## config.mk

```make
export PLATFORM = sky130hd
export DESIGN_NAME = rst_req_guard
export DESIGN_NICKNAME = d
export VERILOG_FILES = /design/src/rtl/rst_req_guard_pkg.sv /design/src/rtl/rst_req_guard_key.sv /design/src/rtl/rst_req_guard_arm.sv /design/src/rtl/rst_req_guard_ctrl.sv /design/src/rtl/rst_req_guard.sv
export SDC_FILE = /design/constraint.sdc
export NUM_CORES = 1
export LEC_CHECK = 0
export BUFFER_PORTS_ARGS = -buffer_cell sky130_fd_sc_hd__buf_2
export CORE_ASPECT_RATIO = 1.4
export CORE_MARGIN = 5
export CORE_UTILIZATION = 41
export CTS_BUF_LIST = sky130_fd_sc_hd__clkbuf_4 sky130_fd_sc_hd__clkbuf_8
export CTS_CLUSTER_SIZE = 25
export DETAILED_ROUTE_END_ITERATION = 8
export PLACE_DENSITY = 0.85
export SKIP_LAST_GASP = 1
export SYNTH_ARGS = -nofsm -noshare
export SYNTH_HDL_FRONTEND = slang
export SYNTH_HIERARCHICAL = 1
export SYNTH_SLANG_ARGS = --single-unit
```

## constraint.sdc

```tcl
create_clock -name clk -period 1.1 [get_ports clk]
set_input_delay 0.055 -clock clk [delete_from_list [all_inputs] [get_ports clk]]
set_output_delay 0.055 -clock clk [all_outputs]
set_load 0.05 [all_outputs]
```

## src/rtl/rst_req_guard_pkg.sv

```systemverilog
package rst_req_guard_pkg;

    localparam int NUM_KINDS = 3;

    localparam int KIND_SHDN = 0;
    localparam int KIND_PCYC = 1;
    localparam int KIND_WARM = 2;

    localparam logic [7:0] KEY_OFFSET  = 8'h10;
    localparam logic [7:0] CTRL_OFFSET = 8'h14;

    function automatic logic [7:0] arm_offset(input int kind);
        case (kind)
            KIND_SHDN: return 8'hC0;
            KIND_PCYC: return 8'hC8;
            default:   return 8'hCC;
        endcase
    endfunction

    function automatic int req_bit(input int kind);
        case (kind)
            KIND_SHDN: return 0;
            KIND_PCYC: return 3;
            default:   return 4;
        endcase
    endfunction

    typedef struct packed {
        logic open;
    } key_state_t;

    typedef struct packed {
        logic [NUM_KINDS-1:0] armed;
    } arm_state_t;

endpackage

```

## src/rtl/rst_req_guard_key.sv

```systemverilog
module rst_req_guard_key #(
    parameter int          HALF_W    = 16,
    parameter logic [15:0] KEY_VALUE = 16'hAB18
) (
    input  logic              clk,
    input  logic              rst_n,
    input  logic              key_wr,
    input  logic              ctrl_wr,
    input  logic [HALF_W-1:0] wdata_lo,
    output logic              unlocked
);
    import rst_req_guard_pkg::*;

    key_state_t key_d, key_q;

    always_comb begin
        key_d = key_q;
        if (key_wr) begin
            key_d.open = (wdata_lo == HALF_W'(KEY_VALUE));
        end else if (ctrl_wr) begin
            key_d.open = 1'b0;
        end
    end

    always_ff @(posedge clk or negedge rst_n) begin
        if (!rst_n) begin
            key_q <= '0;
        end else begin
            key_q <= key_d;
        end
    end

    assign unlocked = key_q.open;

endmodule

```

## src/rtl/rst_req_guard_arm.sv

```systemverilog
module rst_req_guard_arm #(
    parameter int ADDR_W = 8
) (
    input  logic                                 clk,
    input  logic                                 rst_n,
    input  logic                                 wr_en,
    input  logic [ADDR_W-1:0]                    addr,
    input  logic                                 wbit,
    output logic [rst_req_guard_pkg::NUM_KINDS-1:0] armed
);
    import rst_req_guard_pkg::*;

    arm_state_t           arm_d, arm_q;
    logic [NUM_KINDS-1:0] hit;

    for (genvar k = 0; k < NUM_KINDS; k++) begin : g_hit
        assign hit[k] = wr_en && (addr == ADDR_W'(arm_offset(k)));
    end

    always_comb begin
        arm_d = arm_q;
        for (int k = 0; k < NUM_KINDS; k++) begin
            if (hit[k]) begin
                arm_d.armed[k] = wbit;
            end
        end
    end

    always_ff @(posedge clk or negedge rst_n) begin
        if (!rst_n) begin
            arm_q <= '0;
        end else begin
            arm_q <= arm_d;
        end
    end

    assign armed = arm_q.armed;

endmodule

```

## src/rtl/rst_req_guard_ctrl.sv

```systemverilog
module rst_req_guard_ctrl #(
    parameter int DATA_W = 32
) (
    input  logic                                 clk,
    input  logic                                 rst_n,
    input  logic                                 ctrl_wr,
    input  logic                                 unlocked,
    input  logic [rst_req_guard_pkg::NUM_KINDS-1:0] armed,
    input  logic [DATA_W-1:0]                    wdata,
    output logic [DATA_W/2-1:0]                  word,
    output logic [rst_req_guard_pkg::NUM_KINDS-1:0] pulses
);
    import rst_req_guard_pkg::*;

    localparam int HALF_W = DATA_W / 2;

    typedef struct packed {
        logic [HALF_W-1:0] word;
    } ctrl_state_t;

    ctrl_state_t       ctrl_d, ctrl_q;
    logic [HALF_W-1:0] wmask;
    logic [HALF_W-1:0] wval;

    assign wmask = wdata[DATA_W-1:HALF_W];
    assign wval  = wdata[HALF_W-1:0];

    always_comb begin
        ctrl_d = ctrl_q;
        // request bits live for one cycle only
        for (int k = 0; k < NUM_KINDS; k++) begin
            ctrl_d.word[req_bit(k)] = 1'b0;
        end
        if (ctrl_wr && unlocked) begin
            ctrl_d.word = (ctrl_d.word & ~wmask) | (wval & wmask);
            for (int k = 0; k < NUM_KINDS; k++) begin
                ctrl_d.word[req_bit(k)] = ctrl_d.word[req_bit(k)] & armed[k];
            end
        end
    end

    always_ff @(posedge clk or negedge rst_n) begin
        if (!rst_n) begin
            ctrl_q <= '0;
        end else begin
            ctrl_q <= ctrl_d;
        end
    end

    for (genvar k = 0; k < NUM_KINDS; k++) begin : g_pulse
        assign pulses[k] = ctrl_q.word[req_bit(k)];
    end

    assign word = ctrl_q.word;

endmodule

```

## src/rtl/rst_req_guard.sv

```systemverilog
module rst_req_guard #(
    parameter int          ADDR_W    = 8,
    parameter int          DATA_W    = 32,
    parameter logic [15:0] KEY_VALUE = 16'hAB18
) (
    input  logic              clk,
    input  logic              rst_n,
    input  logic              bus_sel,
    input  logic              bus_wr,
    input  logic [ADDR_W-1:0] bus_addr,
    input  logic [DATA_W-1:0] bus_wdata,
    output logic [DATA_W-1:0] bus_rdata,
    output logic              shutdown_pulse,
    output logic              pwrcycle_pulse,
    output logic              warmrst_pulse
);
    import rst_req_guard_pkg::*;

    localparam int HALF_W = DATA_W / 2;

    logic                 wr_en;
    logic                 key_wr;
    logic                 ctrl_wr;
    logic                 unlocked;
    logic [NUM_KINDS-1:0] armed;
    logic [NUM_KINDS-1:0] pulses;
    logic [HALF_W-1:0]    ctrl_word;

    assign wr_en   = bus_sel && bus_wr;
    assign key_wr  = wr_en && (bus_addr == ADDR_W'(KEY_OFFSET));
    assign ctrl_wr = wr_en && (bus_addr == ADDR_W'(CTRL_OFFSET));

    rst_req_guard_key #(
        .HALF_W    (HALF_W),
        .KEY_VALUE (KEY_VALUE)
    ) u_key (
        .clk      (clk),
        .rst_n    (rst_n),
        .key_wr   (key_wr),
        .ctrl_wr  (ctrl_wr),
        .wdata_lo (bus_wdata[HALF_W-1:0]),
        .unlocked (unlocked)
    );

    rst_req_guard_arm #(
        .ADDR_W (ADDR_W)
    ) u_arm (
        .clk   (clk),
        .rst_n (rst_n),
        .wr_en (wr_en),
        .addr  (bus_addr),
        .wbit  (bus_wdata[0]),
        .armed (armed)
    );

    rst_req_guard_ctrl #(
        .DATA_W (DATA_W)
    ) u_ctrl (
        .clk      (clk),
        .rst_n    (rst_n),
        .ctrl_wr  (ctrl_wr),
        .unlocked (unlocked),
        .armed    (armed),
        .wdata    (bus_wdata),
        .word     (ctrl_word),
        .pulses   (pulses)
    );

    always_comb begin
        bus_rdata = '0;
        if (bus_sel && !bus_wr) begin
            if (bus_addr == ADDR_W'(KEY_OFFSET)) begin
                bus_rdata[0] = unlocked;
            end else if (bus_addr == ADDR_W'(CTRL_OFFSET)) begin
                bus_rdata[HALF_W-1:0] = ctrl_word;
            end else begin
                for (int k = 0; k < NUM_KINDS; k++) begin
                    if (bus_addr == ADDR_W'(arm_offset(k))) begin
                        bus_rdata[0] = armed[k];
                    end
                end
            end
        end
    end

    assign shutdown_pulse = pulses[KIND_SHDN];
    assign pwrcycle_pulse = pulses[KIND_PCYC];
    assign warmrst_pulse  = pulses[KIND_WARM];

endmodule

```

Word level (Yosys, flattened, before mapping)
Cells that the tools add are included.
{ "op_classes": {"eq_ne": 9, "mux": 41, "magnitude_cmp": 6, "n_bitwise": 7, "n_reduce_logical": 13} }
{ "op_table": {"columns": ["operator", "count"], "rows": [
  ["32-bit by 1-bit >= comparator with 1-bit output (second input constant)", 3],
  ["32-bit by 6-bit less-than comparator with 1-bit output (second input constant)", 3],
  ["32-bit two-way mux", 3],
  ["8-bit two-way mux", 9],
  ["16-bit bitwise mux", 3],
  ["16-bit bitwise AND", 2],
  ["15-bit two-way mux", 2],
  ["8-bit equality test", 3],
  ["8-bit equality test (second input constant)", 3],
  ["16-bit equality test (second input constant)", 1],
  ["8-bit by 5-bit equality test with 1-bit output (second input constant)", 2],
  ["1-bit two-way mux", 16],
  ["16-bit two-way mux", 1],
  ["16-bit inverter", 1],
  ["16-bit OR", 1],
  ["1-bit binary-select mux with 4-bit select", 3],
  ["1-bit demux with 4-bit select", 3],
  ["1-bit logical AND", 11],
  ["5-bit two-way mux", 1],
  ["1-bit bitwise AND", 3],
  ["2-bit nonzero test", 1],
  ["1-bit logical NOT", 1]
]} }
{ "totals": {"out_inout_bits": 35, "input_bits": 44, "reg_bits": 20} }

Depth between registers and ports, before layout
Gate-level depths: netlist of run 1.
{ "logic_depth": {"depth_word": 20, "mapped_depth": 6} }

By module
The synthesis of run 1 kept the hierarchy.
{ "by_module_without_submodules": {"columns": ["module", "instances", "cells_per_inst", "area_each_um2"], "rows": [
  ["rst_req_guard_ctrl", 1, 54, 729.4],
  ["rst_req_guard", 1, 51, 381.6],
  ["rst_req_guard_arm", 1, 13, 153.9],
  ["rst_req_guard_key", 1, 10, 101.3]
]} }

Least setup slack after synthesis of run 1
OpenSTA, ideal clock, no wires.
{ "synth_timing": {"kind": "register to output", "startpoint": "reg u_ctrl.ctrl_q, in the netlist u_ctrl/word[0]", "endpoint": "out bus_rdata[0]", "t_arrival_ns": 2.492, "t_required_ns": 1.045, "path_buffers": 1, "slack_ns": -1.447, "stages_incl_launch_ff": 5, "cell_sequence": "dfrtp_1 -> buf_4 -> nor2_1 -> o22ai_1 -> nor4bb_1"} }
{ "synth_via": {"elab_chain_cells": 3} }
{ "synth_lines": {"columns": ["element", "line", "source"], "rows": [
  ["start: declaration", "rst_req_guard_ctrl.sv:21", "ctrl_state_t ctrl_d, ctrl_q;"],
  ["start signal: assignment", "rst_req_guard_ctrl.sv:46", "ctrl_q <= ctrl_d;"],
  ["1-bit two-way mux", "rst_req_guard.sv:74", "end else if (bus_addr == ADDR_W'(CTRL_OFFSET)) begin"],
  ["1-bit two-way mux", "rst_req_guard.sv:72", "if (bus_addr == ADDR_W'(KEY_OFFSET)) begin"],
  ["16-bit two-way mux", "rst_req_guard.sv:71", "if (bus_sel && !bus_wr) begin"],
  ["end: declaration", "rst_req_guard.sv:12", "output logic [DATA_W-1:0] bus_rdata,"]
]} }
No other way between the ends.

Worst setup path after layout of run 1
{ "layout_timing": {"startpoint": "reg u_arm.arm_q, in the netlist u_arm/armed[2]", "endpoint": "out bus_rdata[0]"} }
{ "layout_via": {"elab_chain_cells": 4} }
{ "layout_lines": {"columns": ["element", "line", "source"], "rows": [
  ["start: declaration", "rst_req_guard_arm.sv:13", "arm_state_t arm_d, arm_q;"],
  ["start signal: assignment", "rst_req_guard_arm.sv:33", "arm_q <= arm_d;"],
  ["1-bit two-way mux", "rst_req_guard.sv:78", "if (bus_addr == ADDR_W'(arm_offset(k))) begin"],
  ["1-bit two-way mux", "rst_req_guard.sv:74", null],
  ["1-bit two-way mux", "rst_req_guard.sv:72", null],
  ["16-bit two-way mux", "rst_req_guard.sv:71", null]
]} }
No other way between the ends.

==> results of run 1 <==
## repair_timing
item                                   4_1_cts  5_1_grt
hold buffers                                 1        0
setup endpoints to repair                   30       34
pin swaps                                   10       14
buffers inserted                             5        2
endpoints found under the hold margin       20        0
cloned                                       1        0
resized for setup                           56       13
## final timing paths
check                            endpoint  cells past startpoint            from
min in group asynchronous  u_arm/armed[1]                      2           rst_n
max in group asynchronous  u_ctrl/word[0]                      2           rst_n
min reg2reg                      register                      1        register
max reg2reg                      register                      3  u_key/unlocked
max                          bus_rdata[0]                      5  u_arm/armed[2]
min                        u_ctrl/word[4]                      3   bus_wdata[20]
## synthesized netlist by cell type, types with 2 or more instances
cell,n
and2_1,3
and2_2,13
buf_4,19
buf_6,2
dfrtp_1,20
inv_1,3
mux2_1,2
mux2_2,5
mux2_4,9
nand2_1,4
nand3_1,17
nor2_1,5
nor3_1,5
nor4_1,2
nor4b_2,2
nor4bb_1,2
## worst max-delay path: stages, from the launching register on
cell and delay [ns]:
dfrtp_1 0.37, mux2i_1 0.07, and2_1 0.16, o22ai_1 0.22, nor4bb_4 0.28, buf_6 0.21
## metal layers
metal | global-route usage [%] | routed length, um | vias to the layer above
met5 | 0 | 0 | -
met3 | 3.448 | 267 | 8
met1 | 16.58 | 1444 | 604
met2 | 32.41 | 2284 | 46
met4 | 5.669 | 65 | 0
li1 | - | - | 582
## layout make-up
type / instances / area (um^2) / area share [%]
multi-input combinational: 98 / 894.6 / 40.17
timing repair buffer: 88 / 699.4 / 31.40
sequential: 20 / 501.7 / 22.53
tap: 39 / 48.80 / 2.191
clock buffer: 3 / 41.29 / 1.854
clock inverter: 1 / 30.03 / 1.348
inverter: 3 / 11.26 / 0.5056
## cells by family (layout without fill, tap and decap cells)
kind of cell           Yosys count  after routing  synth area share (%)
AO/OA/AOI/OAI                    3              3                 1.649
multiplexers                    17             17                 16.39
buffers and inverters           25             95                 14.01
flip-flops                      20             20                 36.63
AND/OR/NAND/NOR                 62             62                 31.04
other                            1             16                0.2745
## power breakdown
group	internal, W	switching (W)	leakage (nW)
Clock	0.000485	0.000242	0.0357
Sequential	0.000737	0.00000157	0.278
Combinational	0.000116	0.000223	0.796
## stage by stage
stage | setup TNS (ns) | instance area [um^2]
3_3_place_gp | -11.60 | 1869
2_1_floorplan | -4.663 | 1531
6_report | -7.717 | 2227
3_5_place_dp | -12.78 | 1869
4_1_cts | -7.806 | 2203
5_1_grt | -9.420 | 2227
==> impl_metrics.json, run 1 <==
{
  "grt_pass1_vias": 1333,
  "layout_common_cells": "buf_2 (44), buf_4 (20), dfrtp_1 (19)",
  "portBuffers": 62,
  "drt_first_pass_iters": 4,
  "end_kind": "output pin",
  "antenna_found_initial": 0,
  "worstPathMaxFanout": 2,
  "hold_class": "in -> reg",
  "holdWs_ns": 0.01554,
  "wl_per_cell_um": 16.12,
  "htree_num_levels": 1,
  "final_nets": 258,
  "period_share_pct": 146.9,
  "drive_gt1_share_pct": 69.01,
  "yosys-top-cells-area": "dfrtp_1 (37%), buf_4 (10%), mux2_4 (9.9%), and2_2 (7.1%), nand3_1 (6.2%)",
  "yosysUniqueCellTypes": 31,
  "synth_top_cell_area_share_pct": 36.63,
  "rrSetupSlack_ns": -0.11,
  "cts_root_buf": "clkbuf_8",
  "gp_congestion": 0.8080,
  "crit_arrival_ns": 1.56,
  "p_leak_nw": 1.109,
  "start_kind": "register",
  "ant_nets": 0,
  "die-area_um2": 4604,
  "cp.required_ns": 1.04,
  "power_w": 0.001806,
  "violations": "negative setup slack",
  "diodes": 0,
  "synth-seq-cells": 20,
  "grt_overflow": 0,
  "rsz0062_at_grt": "true",
  "hpwl_um": 2957,
  "cts_made_buffers": 3,
  "crit_type": "reg -> out",
  "ios": 79,
  "via_per_inst": 4.921,
  "placementRows": 24,
  "async_flop_share_pct": 100.0,
  "fin_ws_ns": -0.5157,
  "yosys_warnings": 6,
  "start_util_pct": 43.33,
  "synth_edf_count": 0,
  "clkTransAtPathRegs_ns": 0.08,
  "cts.path.max_buffers": 2,
  "syn_area_um2": 1366,
  "power.density_nw_per_um2": 811.1,
  "core_um2": 3153,
  "cts_num_sinks": 20,
  "clk-insertion-delay-late_ns": 0.26,
  "die_w_um": 58.79,
  "synth_seq_area_share_pct": 36.63,
  "syn_avg_cell_area_um2": 10.67,
  "maxCapViolations": 0,
  "route.detailed.drc": 0,
  "final_common_cell": "buf_2",
  "cts_tree": "yes",
  "status": "finished, violations left",
  "routed_wl_um": 4062,
  "fmax_mhz": 618.9,
  "nFillCells": 231,
  "grt_max_degree": 21,
  "post-route-util_pct": 70.63,
  "place_inst": 242,
  "track_usage_pct": 16.62,
  "dr.first_iter.drc_count": 27,
  "synth_area_leader_cell": "dfrtp_1",
  "hold_violations": 0,
  "die_h_um": 78.31,
  "ys.flop_type": "dfrtp_1",
  "fin_crit_ns": 1.616,
  "layout.cells.non_filler": 252,
  "clock-skew-final_ns": 0.004519,
  "pre_cts_slack_ns": -0.4169,
  "grt_pass1_wl_um": 5947,
  "area_growth_pct": 63.00,
  "finalSetupViolations": 33,
  "vias": 1240,
  "final_max_slew_viol_count": 0,
  "vdd.ir_drop.worst_mv": 0.6322,
  "synthCells": 128
}
No activity file was read; power rests on OpenSTA's default activity.
==> run 2: changes to the inputs <==
- TNS_END_PERCENT: unset -> 50
==> run 2 against run 1 <==
The run still ends with negative setup slack left. Count of clock-buffer cells in the layout up 1. Non-clock buffer count decreased by 1. Via count grew 0.48%. Highest routed layer unchanged.
==> impl_metrics.json, run 2 (synthesis gave the netlist of run 1 again) <==
{
  "htree_num_levels": 1,
  "track_usage_pct": 17.09,
  "crit_arrival_ns": 1.50,
  "cts_tree": "yes",
  "finalSetupViolations": 33,
  "critPathTopFamily": "simple AND/OR/NAND/NOR gates",
  "hpwl_um": 2962,
  "hold_class": "in -> reg",
  "start_util_pct": 43.33,
  "portBuffers": 62,
  "clock-skew-final_ns": 0.003204,
  "maxCapViolations": 0,
  "cp.depth": 5,
  "start_kind": "register",
  "area_growth_pct": 56.68,
  "nFillCells": 245,
  "cp.required_ns": 1.04,
  "drt_first_pass_iters": 4,
  "placementRows": 24,
  "routed_wl_um": 3946,
  "gp_congestion": 0.8153,
  "holdWs_ns": 0.01121,
  "final_max_slew_viol_count": 0,
  "fin_ws_ns": -0.4570,
  "end_kind": "output pin",
  "slowest_stage": "dfrtp_1",
  "grt_overflow": 0,
  "cts.path.max_buffers": 2,
  "period_share_pct": 141.5,
  "die_h_um": 78.31,
  "vias": 1246,
  "grt_pass1_wl_um": 6175,
  "cts_root_buf": "clkbuf_8",
  "fin_crit_ns": 1.557,
  "clk-insertion-delay-late_ns": 0.25,
  "ios": 79,
  "rr_worst_depth": 3,
  "max_stage_delay_ns": 0.37,
  "dr.first_iter.drc_count": 18,
  "final_common_cell": "buf_2",
  "pre_cts_slack_ns": -0.4245,
  "wl_per_cell_um": 15.72,
  "drive_gt1_share_pct": 66.98,
  "crit_chain": "mux2i_1 -> and2_1 -> o22ai_2 -> nor4bb_4 -> buf_6",
  "die-area_um2": 4604,
  "die_w_um": 58.79,
  "antenna_found_initial": 0,
  "vdd.ir_drop.worst_mv": 1.091,
  "status": "finished, violations left",
  "min_path_cells": 3,
  "via_per_inst": 4.964,
  "final_nets": 257,
  "hold_violations": 0,
  "clkTransAtPathRegs_ns": 0.08,
  "cts_num_sinks": 20,
  "p_leak_nw": 1.084,
  "rsz0062_at_grt": "true",
  "worstPathMaxFanout": 2,
  "diodes": 0,
  "cts_made_buffers": 3,
  "cp.buffers_inverters": 1,
  "grt_max_degree": 21,
  "crit_type": "reg -> out",
  "fmax_mhz": 642.3,
  "layout_common_cells": "buf_2 (45), buf_4 (21), dfrtp_1 (19)",
  "route.detailed.drc": 0,
  "power.density_nw_per_um2": 759.1,
  "ant_nets": 0,
  "core_um2": 3153,
  "violations": "negative setup slack",
  "post-route-util_pct": 67.90,
  "grt_pass1_vias": 1364
}
[run 2: cell count changes in the layout (fill, tap and decap cells not counted), sizes merged]
cell / previous run / this run
clkbuf: 3 / 4
bufinv: 1 / 0
buf: 87 / 86
[run 2: cell type report]
class,instances,area (um^2),area share (%)
tap,39,48.80,2.279
clock buffer,4,55.05,2.572
inverter,3,11.26,0.5260
sequential,20,501.7,23.44
multi-input combinational,98,845.8,39.51
timing repair buffer,87,678.2,31.68
[run 2: path summary, 6_finish.rpt]
| path | start | to | slack, ns |
|---|---|---|---|
| max in group asynchronous | rst_n | u_ctrl/word[0] | 0.50 |
| min in group asynchronous | rst_n | u_arm/armed[2] | 0.28 |
| min | bus_wdata[16] | u_ctrl/word[0] | 0.01 |
| max reg2reg | u_key/unlocked | register | -0.05 |
| min reg2reg | register | register | 0.51 |
| max | u_arm/armed[1] | bus_rdata[0] | -0.46 |
[run 2: tightest hold or removal path: stages]
cell	delay, ns
buf_2	0.09
nand3_1	0.05
nor2_1	0.04
[run 2: power breakdown]
part / total (W) / internal (W) / switching (W)
logic: 0.000332 / 0.000114 / 0.000218
clock network: 0.000554 / 0.000318 / 0.000236
registers: 0.000739 / 0.000738 / 0.00000188
total: 0.00162 / 0.00117 / 0.000456
[run 2: through the flow]
step,setup TNS [ns],power [W],instance area [um^2],std cells
finish,-6.864,0.001625,2141,251
global route,-9.970,0.001700,2141,251
CTS,-7.794,0.001621,2092,249
detailed placement,-13.03,0.001067,1831,241
global placement,-11.22,0.001063,1831,241
floorplan,-4.635,0.0009565,1513,143
[run 2: layer usage]
layer  part of all wire (%)  routed length (um)  vias up  track usage [%]
met3                    7.0                 277        8            2.956
met5                      0                   0        -                0
met1                     33                1303      602            17.23
li1                       -                   -      582                -
met2                     58                2287       54            34.51
met4                    2.0                  78        0            3.855
[run 2: what timing repair did]
| action | in CTS | in global routing |
|---|---|---|
| endpoints found under the hold margin | 20 | 0 |
| gates cloned | 0 | 1 |
| resized for setup | 59 | 14 |
| endpoints found under the setup margin | 29 | 35 |
| buffers inserted | 3 | 2 |
| hold buffers | 1 | 0 |
| pin swaps | 16 | 5 |
